<file path="config.mk">
export PLATFORM = sky130hd
export DESIGN_NAME = adc_conv_ctrl
export DESIGN_NICKNAME = d
export VERILOG_FILES = /design/src/rtl/adc_ctrl_pkg.sv /design/src/rtl/adc_sync.sv /design/src/rtl/adc_conv_fsm.sv /design/src/rtl/adc_rd_port.sv /design/src/rtl/adc_conv_ctrl.sv
export SDC_FILE = /design/constraint.sdc
export NUM_CORES = 1
export LEC_CHECK = 0
export ABC_AREA = 1
export BUFFER_PORTS_ARGS = -buffer_cell sky130_fd_sc_hd__buf_2
export CAP_MARGIN = 20
export CORE_MARGIN = 3
export CORE_UTILIZATION = 55
export DETAILED_ROUTE_END_ITERATION = 16
export HOLD_SLACK_MARGIN = 0.1
export PLACE_DENSITY = 0.77
export SETUP_SLACK_MARGIN = 0.02
export SLEW_MARGIN = 10
export SYNTH_ARGS = -nofsm -noshare
export SYNTH_HDL_FRONTEND = slang
export SYNTH_SLANG_ARGS = --single-unit
</file>
<file path="constraint.sdc">
create_clock -name clk -period 1.5 [get_ports clk]
set_input_delay 0.075 -clock clk [delete_from_list [all_inputs] [get_ports clk]]
set_output_delay 0.075 -clock clk [all_outputs]
set_load 0.05 [all_outputs]
</file>
<file path="src/rtl/adc_ctrl_pkg.sv">
package adc_ctrl_pkg;
    typedef enum logic [1:0] {
        S_IDLE = 2'd0,
        S_QUAL = 2'd1,
        S_CONV = 2'd2,
        S_DONE = 2'd3
    } conv_state_e;
endpackage

</file>
<file path="src/rtl/adc_sync.sv">
module adc_sync #(
    parameter int W       = 2,
    parameter bit RST_VAL = 1'b1
) (
    input  logic         clk,
    input  logic         rst_n,
    input  logic [W-1:0] din,
    output logic [W-1:0] dout
);
    logic [W-1:0] stage1;
    logic [W-1:0] stage2;

    for (genvar i = 0; i < W; i++) begin : g_bit
        always_ff @(posedge clk or negedge rst_n) begin
            if (!rst_n) begin
                stage1[i] <= RST_VAL;
                stage2[i] <= RST_VAL;
            end else begin
                stage1[i] <= din[i];
                stage2[i] <= stage1[i];
            end
        end
    end

    assign dout = stage2;
endmodule

</file>
<file path="src/rtl/adc_conv_fsm.sv">
module adc_conv_fsm
    import adc_ctrl_pkg::*;
#(
    parameter int LOW_CYC  = 4,
    parameter int CONV_CYC = 16,
    parameter int ACQ_CYC  = 20
) (
    input  logic clk,
    input  logic rst_n,
    input  logic req,
    output logic start,
    output logic done,
    output logic busy_n,
    output logic acq_short
);
    localparam int LW = $clog2(LOW_CYC + 1);
    localparam int CW = $clog2(CONV_CYC + 1);
    localparam int AW = $clog2(ACQ_CYC + 1);

    conv_state_e   state, nxt;
    logic [LW-1:0] low_cnt;
    logic [CW-1:0] conv_cnt;
    logic [AW-1:0] acq_cnt;

    // state register
    always_ff @(posedge clk or negedge rst_n) begin
        if (!rst_n) state <= S_IDLE;
        else        state <= nxt;
    end

    // next state
    always_comb begin
        nxt = state;
        unique case (state)
            S_IDLE: if (req) nxt = S_QUAL;
            S_QUAL: begin
                if (!req)                               nxt = S_IDLE;
                else if (low_cnt == LW'(LOW_CYC - 1))   nxt = S_CONV;
            end
            S_CONV: if (conv_cnt == CW'(CONV_CYC - 1))  nxt = S_DONE;
            S_DONE: nxt = req ? S_CONV : S_IDLE;
            default: nxt = S_IDLE;
        endcase
    end

    // outputs
    always_comb begin
        busy_n = (state != S_CONV);
        start  = (nxt == S_CONV) && (state != S_CONV);
        done   = (state == S_CONV) && (nxt == S_DONE);
    end

    // counters and acquisition flag
    always_ff @(posedge clk or negedge rst_n) begin
        if (!rst_n) begin
            low_cnt   <= '0;
            conv_cnt  <= '0;
            acq_cnt   <= '0;
            acq_short <= 1'b0;
        end else begin
            if (state == S_IDLE)      low_cnt <= req ? LW'(1) : '0;
            else if (state == S_QUAL) low_cnt <= req ? low_cnt + 1'b1 : '0;
            else                      low_cnt <= '0;

            conv_cnt <= (state == S_CONV) ? conv_cnt + 1'b1 : '0;

            if (done)                 acq_cnt <= AW'(ACQ_CYC);
            else if (acq_cnt != '0)   acq_cnt <= acq_cnt - 1'b1;

            if (start) acq_short <= (acq_cnt != '0);
        end
    end

    // checker: length of the busy window
    logic [CW-1:0] busy_len;
    always_ff @(posedge clk or negedge rst_n) begin
        if (!rst_n)       busy_len <= '0;
        else if (!busy_n) busy_len <= busy_len + 1'b1;
        else              busy_len <= '0;
    end

    a_r1_start_needs_req: assert property (@(posedge clk) disable iff (!rst_n)
        $fell(busy_n) |-> $past(req));
    a_r3_conv_length: assert property (@(posedge clk) disable iff (!rst_n)
        $rose(busy_n) |-> busy_len == CW'(CONV_CYC));
    a_r5_restart: assert property (@(posedge clk) disable iff (!rst_n)
        $rose(busy_n) && req |=> !busy_n);
    a_r6_acq_flag: assert property (@(posedge clk) disable iff (!rst_n)
        $fell(busy_n) && ($past(acq_cnt) != '0) |-> acq_short);
endmodule

</file>
<file path="src/rtl/adc_rd_port.sv">
module adc_rd_port #(
    parameter int DW = 12,
    parameter int BW = 8
) (
    input  logic          clk,
    input  logic          rst_n,
    input  logic          sample_en,
    input  logic          load_en,
    input  logic [DW-1:0] din,
    input  logic          byte_sel,
    input  logic          cs_n,
    output logic [DW-1:0] result,
    output logic [BW-1:0] pdata,
    output logic          pdata_oe
);
    localparam int LOW_BITS = DW - BW;
    localparam int PAD      = 2 * BW - DW;

    logic [DW-1:0] samp_q;
    logic [DW-1:0] res_q;

    always_ff @(posedge clk or negedge rst_n) begin
        if (!rst_n) begin
            samp_q <= '0;
            res_q  <= '0;
        end else begin
            if (sample_en) samp_q <= din;
            if (load_en)   res_q  <= samp_q;
        end
    end

    always_comb begin
        pdata_oe = !cs_n;
        if (!pdata_oe)     pdata = '0;
        else if (byte_sel) pdata = {res_q[LOW_BITS-1:0], {PAD{1'b0}}};
        else               pdata = res_q[DW-1 -: BW];
    end

    assign result = res_q;

    a_r9_quiet_when_off: assert property (@(posedge clk) disable iff (!rst_n)
        !pdata_oe |-> pdata == '0);
endmodule

</file>
<file path="src/rtl/adc_conv_ctrl.sv">
module adc_conv_ctrl #(
    parameter int DW       = 12,
    parameter int BW       = 8,
    parameter int LOW_CYC  = 4,
    parameter int CONV_CYC = 16,
    parameter int ACQ_CYC  = 20
) (
    input  logic          clk,
    input  logic          rst_n,
    input  logic          cs_n,
    input  logic          rc_n,
    input  logic          byte_sel,
    input  logic [DW-1:0] conv_data,
    output logic          busy_n,
    output logic [BW-1:0] pdata,
    output logic          pdata_oe,
    output logic          acq_short
);
    logic [1:0]    ctl_s;
    logic          req;
    logic          start;
    logic          done;
    logic [DW-1:0] result;

    adc_sync #(.W(2), .RST_VAL(1'b1)) u_sync (
        .clk  (clk),
        .rst_n(rst_n),
        .din  ({cs_n, rc_n}),
        .dout (ctl_s)
    );

    assign req = !ctl_s[1] && !ctl_s[0];

    adc_conv_fsm #(
        .LOW_CYC (LOW_CYC),
        .CONV_CYC(CONV_CYC),
        .ACQ_CYC (ACQ_CYC)
    ) u_fsm (
        .clk      (clk),
        .rst_n    (rst_n),
        .req      (req),
        .start    (start),
        .done     (done),
        .busy_n   (busy_n),
        .acq_short(acq_short)
    );

    adc_rd_port #(.DW(DW), .BW(BW)) u_rd (
        .clk      (clk),
        .rst_n    (rst_n),
        .sample_en(start),
        .load_en  (done),
        .din      (conv_data),
        .byte_sel (byte_sel),
        .cs_n     (cs_n),
        .result   (result),
        .pdata    (pdata),
        .pdata_oe (pdata_oe)
    );

    a_r10_result_hold: assert property (@(posedge clk) disable iff (!rst_n)
        !$rose(busy_n) |-> $stable(result));
endmodule

</file>
==> results by group <==
Run status
  – Outcome: complete, but fails checks
  – Failing checks: negative setup slack

Detailed routing
  – Vias per std cell: 5.33
  – Mean routed wirelength per cell: 14.4 um
  – Remaining DRCs: 0
  – Post-DRT Antenna Nets: 0
  – Via count: 1675
  – Initial drt markers: 87
  – Post-Route WL: 4530 um
  – First drt pass iteration count: 4

Timing
  – RSZ-0062 raised after global routing: yes
  – Final WS setup: -0.0343 ns
  – Final cycle utilization of the critical path: 102%
  – Max-slew violations: 0
  – Rel. slew slack: 72.1%
  – Crit path time final: 1.53 ns
  – Final setup TNS: -0.196 ns
  – Setup Viol. Count Final: 9
  – Setup Skew: 0.0117 ns
  – Final Hold Vio Count: 0
  – FMAX: 652 MHz
  – Worst-Margin Slew: 0.418 ns

Finish
  – Filler cell count: 198
  – Share of layout cells above drive strength 1: 31.5%
  – Diodes inserted: 0
  – Nets: 292
  – Area growth, synth to finish: 32.7%
  – Design area: 0.00257 mm2

Logic synthesis
  – Synth Instances: 213
  – Ranking of synthesized cells by area: dfrtp_1, nand2_1, dfstp_2
  – Yosys cell types: 25
  – Post-synth top area share: 51.7%
  – EDFF count, synth: 0
  – Post-synth top flop: dfrtp_1
  – Post-synth net total: 236
  – Count leader, synth: nand2_1
  – Syn avg cell area: 9.09 um2
  – Asr flop ratio synth: 100%
  – Post-synth top area cell: dfrtp_1
  – Ys Warns: 0
  – Seq/Total Area, Yosys: 57.1%
  – Seq cells post-synth: 44
  – Mapped Area: 0.00194 mm2
  – Most instantiated cells after synthesis: nand2_1, dfrtp_1, nor2_1

Critical path
  – Crit Path Max Fanout: 6
  – Data arrival time of the worst path: 1.80 ns
  – Reg2Reg Setup Slack: -0.03 ns
  – Startpoint types: flop
  – Required @ worst endpoint: 1.76 ns
  – Critical path capture point type: flop
  – Critical path class: flop to flop

GRT
  – GRT Util Overall: 21.4%
  – GRT overflow: 0
  – Largest net degree at the start of global routing: 29
  – Initial antenna violation count: 0
  – Met3 Use GR: 4.27%
  – Met2 global-route usage: 35.4%
  – Vias in the first global route: 1584
  – Layer with the highest usage: met2
  – First-pass GRT wire length: 7000 um
  – Grt met1 use: 27.8%

Placed design
  – Gpl congestion: 0.757
  – Placed Area: 0.00213 mm2
  – Post-DP HPWL: 2530 um
  – Setup WS pre-CTS: -0.0339 ns
  – Port Buf Inserts: 27

Floorplan
  – Die footprint: 0.00427 mm2
  – Die Height: 65.3 um
  – Row cnt: 20
  – Initial Util: 60.4%
  – CORE AREA: 0.00320 mm2
  – Ports: 28
  – Die span in x: 65.3 um

Clocking
  – Clk sinks: 44
  – Clk root buf: clkbuf_4
  – CTS clk-pin slew, worst paths: 0.14 ns
  – Max clock buf depth: 2
  – Htree depth: 2
  – Worst-skew pair later-pin latency: 0.37 ns
  – TritonCTS Buffers: 5
  – CTS tree: built

Flow run
  – Max-cap violations: 0

Worst hold path
  – Worst hold path class: input pin to asynchronous set/reset pin

Pwr
  – Leakage Power: 1.28 nW
  – Total power: 0.00216 W
  – Max rail drop VDD: 0.000702 V
  – P per Cell Area: 841 mW/mm2
==> cell usage in the layout (no fill, tap or decap), types with 2 or more instances in the layout <==
master	count
nand2_4	3
buf_2	25
dfrtp_1	39
nand4_1	14
nand3_2	2
dfstp_2	4
clkinvlp_4	3
nand3_1	8
nand2_1	58
o21ai_1	2
inv_2	2
clkbuf_4	6
ha_2	4
inv_1	13
ha_1	2
nor2_1	23
o21ai_0	4
nand2_2	14
buf_12	3
buf_4	8
dlygate4sd3_1	15
==> cell type report <==
class / instances / area, um2 / share of cell area [%]
tap: 44 / 55.1 / 2.14
inverter: 16 / 63.8 / 2.48
clock buffer: 5 / 37.5 / 1.46
clock inverter: 3 / 46.3 / 1.80
multi-input combinational: 146 / 797 / 31.0
sequential: 44 / 1110 / 43.1
timing repair inverter: 1 / 7.51 / 0.292
timing repair buffer: 55 / 454 / 17.7
==> metrics by stage <==
| step | instances | hold slack (ns) | util (%) |
|---|---|---|---|
| floorplan | 213 | -0.221 | - |
| global placement | 283 | 0.0260 | 66.4 |
| detailed placement | 283 | 0.0292 | 66.4 |
| CTS | 308 | 0.157 | 75.0 |
| global route | 314 | 0.171 | 80.2 |
| finish | 314 | 0.156 | 80.2 |
==> layer usage <==
| layer | up-vias | share of wire [%] |
|---|---|---|
| met5 | - | 0 |
| met2 | 62 | 49 |
| met3 | 10 | 6.4 |
| met4 | 0 | 1.8 |
| met1 | 804 | 43 |
| li1 | 799 | - |
==> flip-flops by register name, indices dropped and copies added, names as in the netlist <==
| signal | cells |
|---|---|
| u_fsm.conv_cnt | 5 |
| u_sync.dout | 2 |
| u_rd.result | 12 |
| u_rd.samp_q | 12 |
| u_sync.stage1 | 2 |
| u_fsm.state | 2 |
| u_fsm.low_cnt | 3 |
| u_fsm.acq_cnt | 5 |
| u_fsm.acq_short | 1 |
==> critical path, stage by stage, from the launching register on <==
cell	delay, ns
dfrtp_1	0.40
ha_2	0.19
nand2_2	0.07
nor2_2	0.04
ha_2	0.19
nand3_4	0.10
buf_12	0.13
clkinvlp_4	0.15
nand2_1	0.10
nand2_1	0.05
==> power by group <==
group	total [W]	internal, W	switching (W)
registers	0.00123	0.00121	0.0000191
clock network	0.000764	0.000356	0.000408
logic	0.000163	0.0000685	0.0000949
total	0.00216	0.00164	0.000522
==> cell families (layout without fill, tap and decap cells) <==
kind of cell / after synthesis / count (layout) / synth area share, %
flops: 44 / 44 / 57.1
simple gates: 127 / 127 / 28.3
xor+xnor: 2 / 2 / 0.905
compound gates: 11 / 11 / 3.75
buf+inv: 23 / 80 / 6.01
fa+ha+maj: 6 / 6 / 3.88
==> final timing paths <==
check / from / to / depth (start not counted)
max: u_fsm.conv_cnt[1] / u_rd.result[10] / 9
min: rst_n / u_fsm.acq_cnt[3] / 2
max reg2reg: u_fsm.conv_cnt[1] / u_rd.result[10] / 9
min reg2reg: u_sync.stage1[1] / u_sync.dout[1] / 0
max in group asynchronous: rst_n / u_sync.stage1[1] / 3
min in group clk: rc_n / u_sync.stage1[0] / 2
==> what timing repair did <==
item | 4_1_cts | 5_1_grt
hold endpoints to repair | 56 | 0
hold buffers | 15 | 0
setup buffers | 1 | 4
gates cloned | 1 | 2
endpoints found under the setup margin | 13 | 26
pin swaps | 1 | 8
gates resized for setup | 8 | 33
No activity file was read; power rests on OpenSTA's default activity.
